File: config.mk
export PLATFORM = sky130hd
export DESIGN_NAME = strip_cluster_gen
export DESIGN_NICKNAME = d
export VERILOG_FILES = /design/src/rtl/strip_gen_pkg.sv /design/src/rtl/strip_trig_gen.sv /design/src/rtl/strip_start_delay.sv /design/src/rtl/strip_record_seq.sv /design/src/rtl/strip_word_fmt.sv /design/src/rtl/strip_cluster_gen.sv
export SDC_FILE = /design/constraint.sdc
export NUM_CORES = 1
export LEC_CHECK = 0
export CORE_MARGIN = 5
export CORE_UTILIZATION = 40
export DETAILED_ROUTE_END_ITERATION = 8
export PLACE_DENSITY = 0.61
export SLEW_MARGIN = 20
export SYNTH_ARGS = -nofsm -noshare
export SYNTH_HDL_FRONTEND = slang
export SYNTH_SLANG_ARGS = --single-unit
File: constraint.sdc
create_clock -name clk -period 4.3 [get_ports clk]
set_input_delay 0.86 -clock clk [delete_from_list [all_inputs] [get_ports clk]]
set_output_delay 0.86 -clock clk [all_outputs]
set_load 0.03 [all_outputs]
File: src/rtl/strip_gen_pkg.sv
package strip_gen_pkg;

    localparam int unsigned CTRL_W    = 8;
    localparam int unsigned PAY_W     = 16;
    localparam int unsigned WORD_W    = CTRL_W + PAY_W;
    localparam int unsigned HDR_WORDS = 4;
    localparam int unsigned HIT_COUNT = 7;
    localparam int unsigned END_WORDS = 2;
    localparam int unsigned REC_WORDS = HDR_WORDS + 2 * HIT_COUNT + END_WORDS;
    localparam int unsigned IDX_W     = $clog2(REC_WORDS);

    localparam logic [CTRL_W-1:0] CTRL_FILL = 8'hF0;
    localparam logic [CTRL_W-1:0] CTRL_REC  = 8'hB0;
    localparam logic [PAY_W-1:0]  PAY_FILL  = 16'hC0C0;

    typedef logic [IDX_W-1:0] rec_idx_t;

    typedef struct packed {
        logic [CTRL_W-1:0] ctrl;
        logic [PAY_W-1:0]  pay;
    } link_word_t;

    localparam link_word_t FILL_WORD = '{ctrl: CTRL_FILL, pay: PAY_FILL};

    // ADC payload of hit h (0-based)
    function automatic logic [PAY_W-1:0] hit_adc(input int unsigned h);
        case (h)
            0:       return 16'h0808;
            2:       return 16'h1D0D;
            4:       return 16'h0F0F;
            default: return 16'h0B0B;
        endcase
    endfunction

    // Channel payload of hit h: channel number in both bytes
    function automatic logic [PAY_W-1:0] hit_chan(input int unsigned h);
        logic [7:0] ch;
        ch = 8'(h + 32'd2);
        return {ch, ch};
    endfunction

    // Logical payload of record word idx
    function automatic logic [PAY_W-1:0] rec_payload(input int unsigned idx);
        int unsigned off;
        if (idx < HDR_WORDS) begin
            case (idx)
                0:       return 16'h0505;
                1:       return 16'h0504;
                2:       return 16'h8484;
                default: return 16'h0000;
            endcase
        end else if (idx < HDR_WORDS + 2 * HIT_COUNT) begin
            off = idx - HDR_WORDS;
            if ((off % 2) == 1) return hit_adc(off / 2);
            else                return hit_chan(off / 2);
        end
        return PAY_FILL;
    endfunction

    function automatic link_word_t rec_word(input int unsigned idx);
        link_word_t w;
        w.ctrl = CTRL_REC;
        w.pay  = rec_payload(idx);
        return w;
    endfunction

endpackage

File: src/rtl/strip_trig_gen.sv
module strip_trig_gen #(
    parameter int unsigned PERIOD = 53_000_000
) (
    input  logic clk,
    input  logic rst_n,
    output logic trig_o
);
    localparam int unsigned CNT_W = (PERIOD > 2) ? $clog2(PERIOD) : 1;
    localparam logic [CNT_W-1:0] CNT_LAST = CNT_W'(PERIOD - 1);

    typedef struct packed {
        logic [CNT_W-1:0] cnt;
        logic             trig;
    } trig_state_t;

    localparam trig_state_t TRIG_RESET = '{cnt: '0, trig: 1'b0};

    trig_state_t st_d, st_q;

    always_comb begin
        st_d      = st_q;
        st_d.trig = 1'b0;
        if (st_q.cnt == CNT_LAST) begin
            st_d.cnt  = '0;
            st_d.trig = 1'b1;
        end else begin
            st_d.cnt = st_q.cnt + 1'b1;
        end
    end

    always_ff @(posedge clk or negedge rst_n) begin
        if (!rst_n) st_q <= TRIG_RESET;
        else        st_q <= st_d;
    end

    assign trig_o = st_q.trig;

endmodule

File: src/rtl/strip_start_delay.sv
module strip_start_delay #(
    parameter int unsigned DELAY = 265
) (
    input  logic clk,
    input  logic rst_n,
    input  logic trig_i,
    input  logic rec_busy_i,
    output logic armed_o,
    output logic go_o
);
    // go is raised one cycle before the first record word is registered
    localparam int unsigned CNT_W = (DELAY > 4) ? $clog2(DELAY - 2) : 1;
    localparam logic [CNT_W-1:0] CNT_LAST = CNT_W'(DELAY - 3);

    typedef struct packed {
        logic             armed;
        logic [CNT_W-1:0] cnt;
        logic             go;
    } dly_state_t;

    localparam dly_state_t DLY_RESET = '{armed: 1'b0, cnt: '0, go: 1'b0};

    dly_state_t st_d, st_q;

    always_comb begin
        st_d    = st_q;
        st_d.go = 1'b0;
        if (st_q.armed) begin
            if (st_q.cnt == CNT_LAST) begin
                st_d.armed = 1'b0;
                st_d.cnt   = '0;
                st_d.go    = 1'b1;
            end else begin
                st_d.cnt = st_q.cnt + 1'b1;
            end
        end else if (trig_i && !st_q.go && !rec_busy_i) begin
            st_d.armed = 1'b1;
            st_d.cnt   = '0;
        end
    end

    always_ff @(posedge clk or negedge rst_n) begin
        if (!rst_n) st_q <= DLY_RESET;
        else        st_q <= st_d;
    end

    assign armed_o = st_q.armed;
    assign go_o    = st_q.go;

endmodule

File: src/rtl/strip_record_seq.sv
module strip_record_seq
    import strip_gen_pkg::*;
(
    input  logic       clk,
    input  logic       rst_n,
    input  logic       go_i,
    output logic       active_o,
    output logic       last_o,
    output link_word_t word_o
);
    localparam rec_idx_t IDX_LAST = IDX_W'(REC_WORDS - 1);

    typedef struct packed {
        logic       active;
        rec_idx_t   idx;
        link_word_t word;
    } seq_state_t;

    localparam seq_state_t SEQ_RESET = '{active: 1'b0, idx: '0, word: FILL_WORD};

    seq_state_t st_d, st_q;
    rec_idx_t   idx_next;

    always_comb begin
        st_d     = st_q;
        idx_next = st_q.idx + 1'b1;
        if (st_q.active) begin
            if (st_q.idx == IDX_LAST) begin
                st_d.active = 1'b0;
                st_d.idx    = '0;
                st_d.word   = FILL_WORD;
            end else begin
                st_d.idx  = idx_next;
                st_d.word = rec_word(int'(idx_next));
            end
        end else if (go_i) begin
            st_d.active = 1'b1;
            st_d.idx    = '0;
            st_d.word   = rec_word(0);
        end else begin
            st_d.word = FILL_WORD;
        end
    end

    always_ff @(posedge clk or negedge rst_n) begin
        if (!rst_n) st_q <= SEQ_RESET;
        else        st_q <= st_d;
    end

    assign active_o = st_q.active;
    assign last_o   = st_q.active && (st_q.idx == IDX_LAST);
    assign word_o   = st_q.word;

endmodule

File: src/rtl/strip_word_fmt.sv
module strip_word_fmt
    import strip_gen_pkg::*;
#(
    parameter bit REVERSE = 1'b1
) (
    input  link_word_t        word_i,
    output logic [WORD_W-1:0] wire_o
);
    assign wire_o[WORD_W-1:PAY_W] = word_i.ctrl;

    generate
        if (REVERSE) begin : g_rev
            for (genvar i = 0; i < PAY_W; i++) begin : g_bit
                assign wire_o[i] = word_i.pay[PAY_W-1-i];
            end
        end else begin : g_fwd
            assign wire_o[PAY_W-1:0] = word_i.pay;
        end
    endgenerate

endmodule

File: src/rtl/strip_cluster_gen.sv
module strip_cluster_gen
    import strip_gen_pkg::*;
#(
    parameter int unsigned PERIOD_CYCLES   = 53_000_000,
    parameter int unsigned START_DELAY     = 265,
    parameter bit          REVERSE_PAYLOAD = 1'b1
) (
    input  logic              clk,
    input  logic              rst_n,
    output logic              trig_o,
    output logic [WORD_W-1:0] link_word_o
);
    logic       trig_w;
    logic       dly_armed;
    logic       start_go;
    logic       rec_active;
    logic       rec_last;
    link_word_t rec_word_w;

    strip_trig_gen #(.PERIOD(PERIOD_CYCLES)) trig_i (
        .clk    (clk),
        .rst_n  (rst_n),
        .trig_o (trig_w)
    );

    strip_start_delay #(.DELAY(START_DELAY)) dly_i (
        .clk        (clk),
        .rst_n      (rst_n),
        .trig_i     (trig_w),
        .rec_busy_i (rec_active),
        .armed_o    (dly_armed),
        .go_o       (start_go)
    );

    strip_record_seq seq_i (
        .clk      (clk),
        .rst_n    (rst_n),
        .go_i     (start_go),
        .active_o (rec_active),
        .last_o   (rec_last),
        .word_o   (rec_word_w)
    );

    strip_word_fmt #(.REVERSE(REVERSE_PAYLOAD)) fmt_i (
        .word_i (rec_word_w),
        .wire_o (link_word_o)
    );

    assign trig_o = trig_w;

endmodule

==> qor.txt <==
Slew Viols, Final: 0
Fin nets: 329
Worst setup SP type: flop
# DRC: 0
WL/cell: 12.4 um
Slew headroom: 46.1%
Core ar.: 7250 um^2
Post-Route WL: 5.19 mm
Hold WC Path Type: flop to flop
Critical-path maximum fanout: 15
Async S/R FF share, synth: 100%
Setup slack, reg-to-reg: 1.37 ns
Clk sink count: 55
Seq cells post-synth: 55
Largest net degree at the start of global routing: 56
Top-area cell type share of the netlist area: 43.6%
Reg2Reg Launch Point: seq_i.st_q[24]
Post-CTS Setup Inserts: 0
Detail Placement HPWL: 3.70 mm
Final Cycle Share: 68.1%
Routed vias/inst: 5.00
Clk_skew: 0.0102 ns
TritonCTS buffer count: 5
CTS tree: yes
Yosys warns: 0
Final Util: 43.8%
Input/output buffers: 19
Starting DRT DRC Count: 114
Fillers: 746
Total Routing Usage GR: 12.2%
Hold EP: trig_i.st_q[1]
Post-layout min period: 2.93 ns
GP Congestion: 0.809
Least-Margin Pin Slew: 0.802 ns
R2R depth: 7
Cell Chain, Critical Path: ha_1, xnor2_1, ha_1, ha_1, or3_1, a21o_1, o211ai_2
Most frequent CP cell: ha_1
CP Data Arrival Time: 3.16 ns
Max Buffers Root-to-Sink: 2
Post-route ant nets: 0
Setup ws final: 1.37 ns
Share of cells above drive strength 1: 4.70%
Commonest non-fill, non-tap cell in the layout: dfrtp_1
Via count: 2089
Syn_area_per_cell: 9.36 um^2
Synth Cell Area: 2990 um^2
Max-cap violations: 0
Status: completed
Peak VDD IR: 0.118 mV
Hold_buf cts: 0
Area leader, netlist: dfrtp_1
First-pass GRT wire length: 8.83 mm
Hold Crit Start: trig_i.st_q[1]
Setup WS pre-CTS: 1.43 ns
# resized after CTS: 0
Syn-to-layout area delta: 6.33%
Initial Utilization: 41.2%
Final Setup Violations: 0
Post-synthesis sequential area ratio: 46.2%
Power Dens Cells: 252 nW/um^2
RSZ-0062 raised after global routing: no
Number of H-tree levels: 2
Required time worst endpoint: 4.53 ns
Diode count: 0
Root Driver: clkbuf_8
Netlist cell types: 45
Slowest-stage cell, CP: dfrtp_1
Setup_tns: 0 ns
Pre-Repair DR Iteration Count: 4
CP endpoint kind: flop
Final-report hold violation count: 0
Die area: 9290 um^2
Worst-Skew Late Latency: 0.31 ns
Die Y: 96.4 um
Worst Setup SP: seq_i.st_q[24]
Initial antenna violation count: 0
Fmax: 341 MHz
Syn Inst Count: 319
Vias in the first global route: 1925
Pleak: 1.37 nW
Die span in x: 96.4 um
Commonest non-fill, non-tap cells in the layout: dfrtp_1 (52), nor2_1 (34), nand2_1 (32)
Setup CP Type: flop to flop
I/O pin total: 27
Clk pin slew, worst setup/hold paths: 0.08 ns
R2R Path End: seq_i.word_o[10]
Row count: 31
Total gr overflow: 0
Synth Flop Type: dfrtp_1
Largest cells by area after synthesis: dfrtp_1 (44%), buf_4 (6.5%), xnor2_1 (5.6%)
EDFF count, synth: 0
CP max stage delay: 0.61 ns
Hold depth: 1
==> worst max-delay path by stage <==
stage                       end
3_5_place_dp   seq_i.word_o[10]
6_report       seq_i.word_o[10]
2_1_floorplan  seq_i.word_o[10]
3_3_place_gp   seq_i.word_o[10]
4_1_cts        seq_i.word_o[10]
5_1_grt         seq_i.word_o[0]
==> final cells by class <==
class / count / area, um^2 / share of cell area (%)
Multi-Input combinational cell: 227 / 1370 / 43.0
Sequential cell: 55 / 1380 / 43.5
Timing Repair Buffer: 20 / 193 / 6.07
Tap cell: 99 / 124 / 3.90
Clock buffer: 7 / 76.3 / 2.40
Inverter: 10 / 37.5 / 1.18
==> cells by family (layout without fill, tap and decap cells) <==
logic type / count (synthesis) / in the layout / share of synthesized area, %
DFF: 55 / 55 / 46.2
adders and majority gates: 8 / 8 / 3.35
buffers and inverters: 42 / 37 / 8.71
AOI/OAI and AO/OA: 54 / 54 / 10.9
muxes: 1 / 1 / 0.335
xor gates and xnor gates: 29 / 29 / 8.50
and+or+nand+nor: 128 / 128 / 21.7
other: 2 / 7 / 0.251
==> critical path, delay by kind of cell, from the launching register on <==
kind | cells | cell delay, ns
adder cells (fa/ha/maj) | 3 | 1.17
flip-flops | 1 | 0.61
AND/OR/NAND/NOR | 1 | 0.49
AO/OA/AOI/OAI | 2 | 0.32
XOR/XNOR | 1 | 0.26
==> where the power goes <==
part           internal (W)  switching (W)  leakage (nW)  total (W)
Sequential         0.000517              0         0.744   0.000517
Clock              0.000112       0.000151        0.0383   0.000264
Combinational   0.000000907      0.0000175         0.591  0.0000184
==> layer usage <==
metal	vias up	share of wire [%]	global-route usage [%]
li1	1065	-	-
met1	977	50	16.6
met2	42	44	18.9
met3	5	4.6	3.49
met4	0	0.92	3.50
met5	-	0	0
==> cells in the mapped netlist, drive strengths merged (2+ instances only) <==
| master | number |
|---|---|
| or3 | 2 |
| nand3 | 18 |
| xnor2 | 19 |
| nand3b | 3 |
| o31a | 3 |
| nor2 | 34 |
| a21oi | 11 |
| nor2b | 5 |
| inv | 10 |
| nor4b | 2 |
| dfstp | 3 |
| nor3 | 7 |
| o21ai | 26 |
| and3 | 8 |
| ha | 8 |
| dfrtp | 52 |
| buf | 31 |
| nor4 | 3 |
| conb | 2 |
| nand2 | 32 |
| a21o | 3 |
| nand4 | 7 |
| xor2 | 10 |
| a211oi | 2 |
| and4 | 3 |
==> flip-flops by register name, summed over array words and instances (netlist names) <==
signal and flops:
trig_i.st_q 26, trig_i.trig_o 1, dly_i.go_o 1, dly_i.st_q 9, seq_i.word_o 11, seq_i.st_q 5, dly_i.armed_o 1, seq_i.active_o 1
==> stage by stage <==
step                std cells  hold slack (ns)  power, W  instance area (um^2)
finish                    418            0.494  0.000799                  3180
floorplan                 324            0.448  0.000540                  3010
detailed placement        411            0.484  0.000546                  3100
global placement          411            0.483  0.000546                  3100
global route              418            0.529  0.000841                  3180
CTS                       418            0.502  0.000812                  3180
Power figures use the tool's default switching activity.
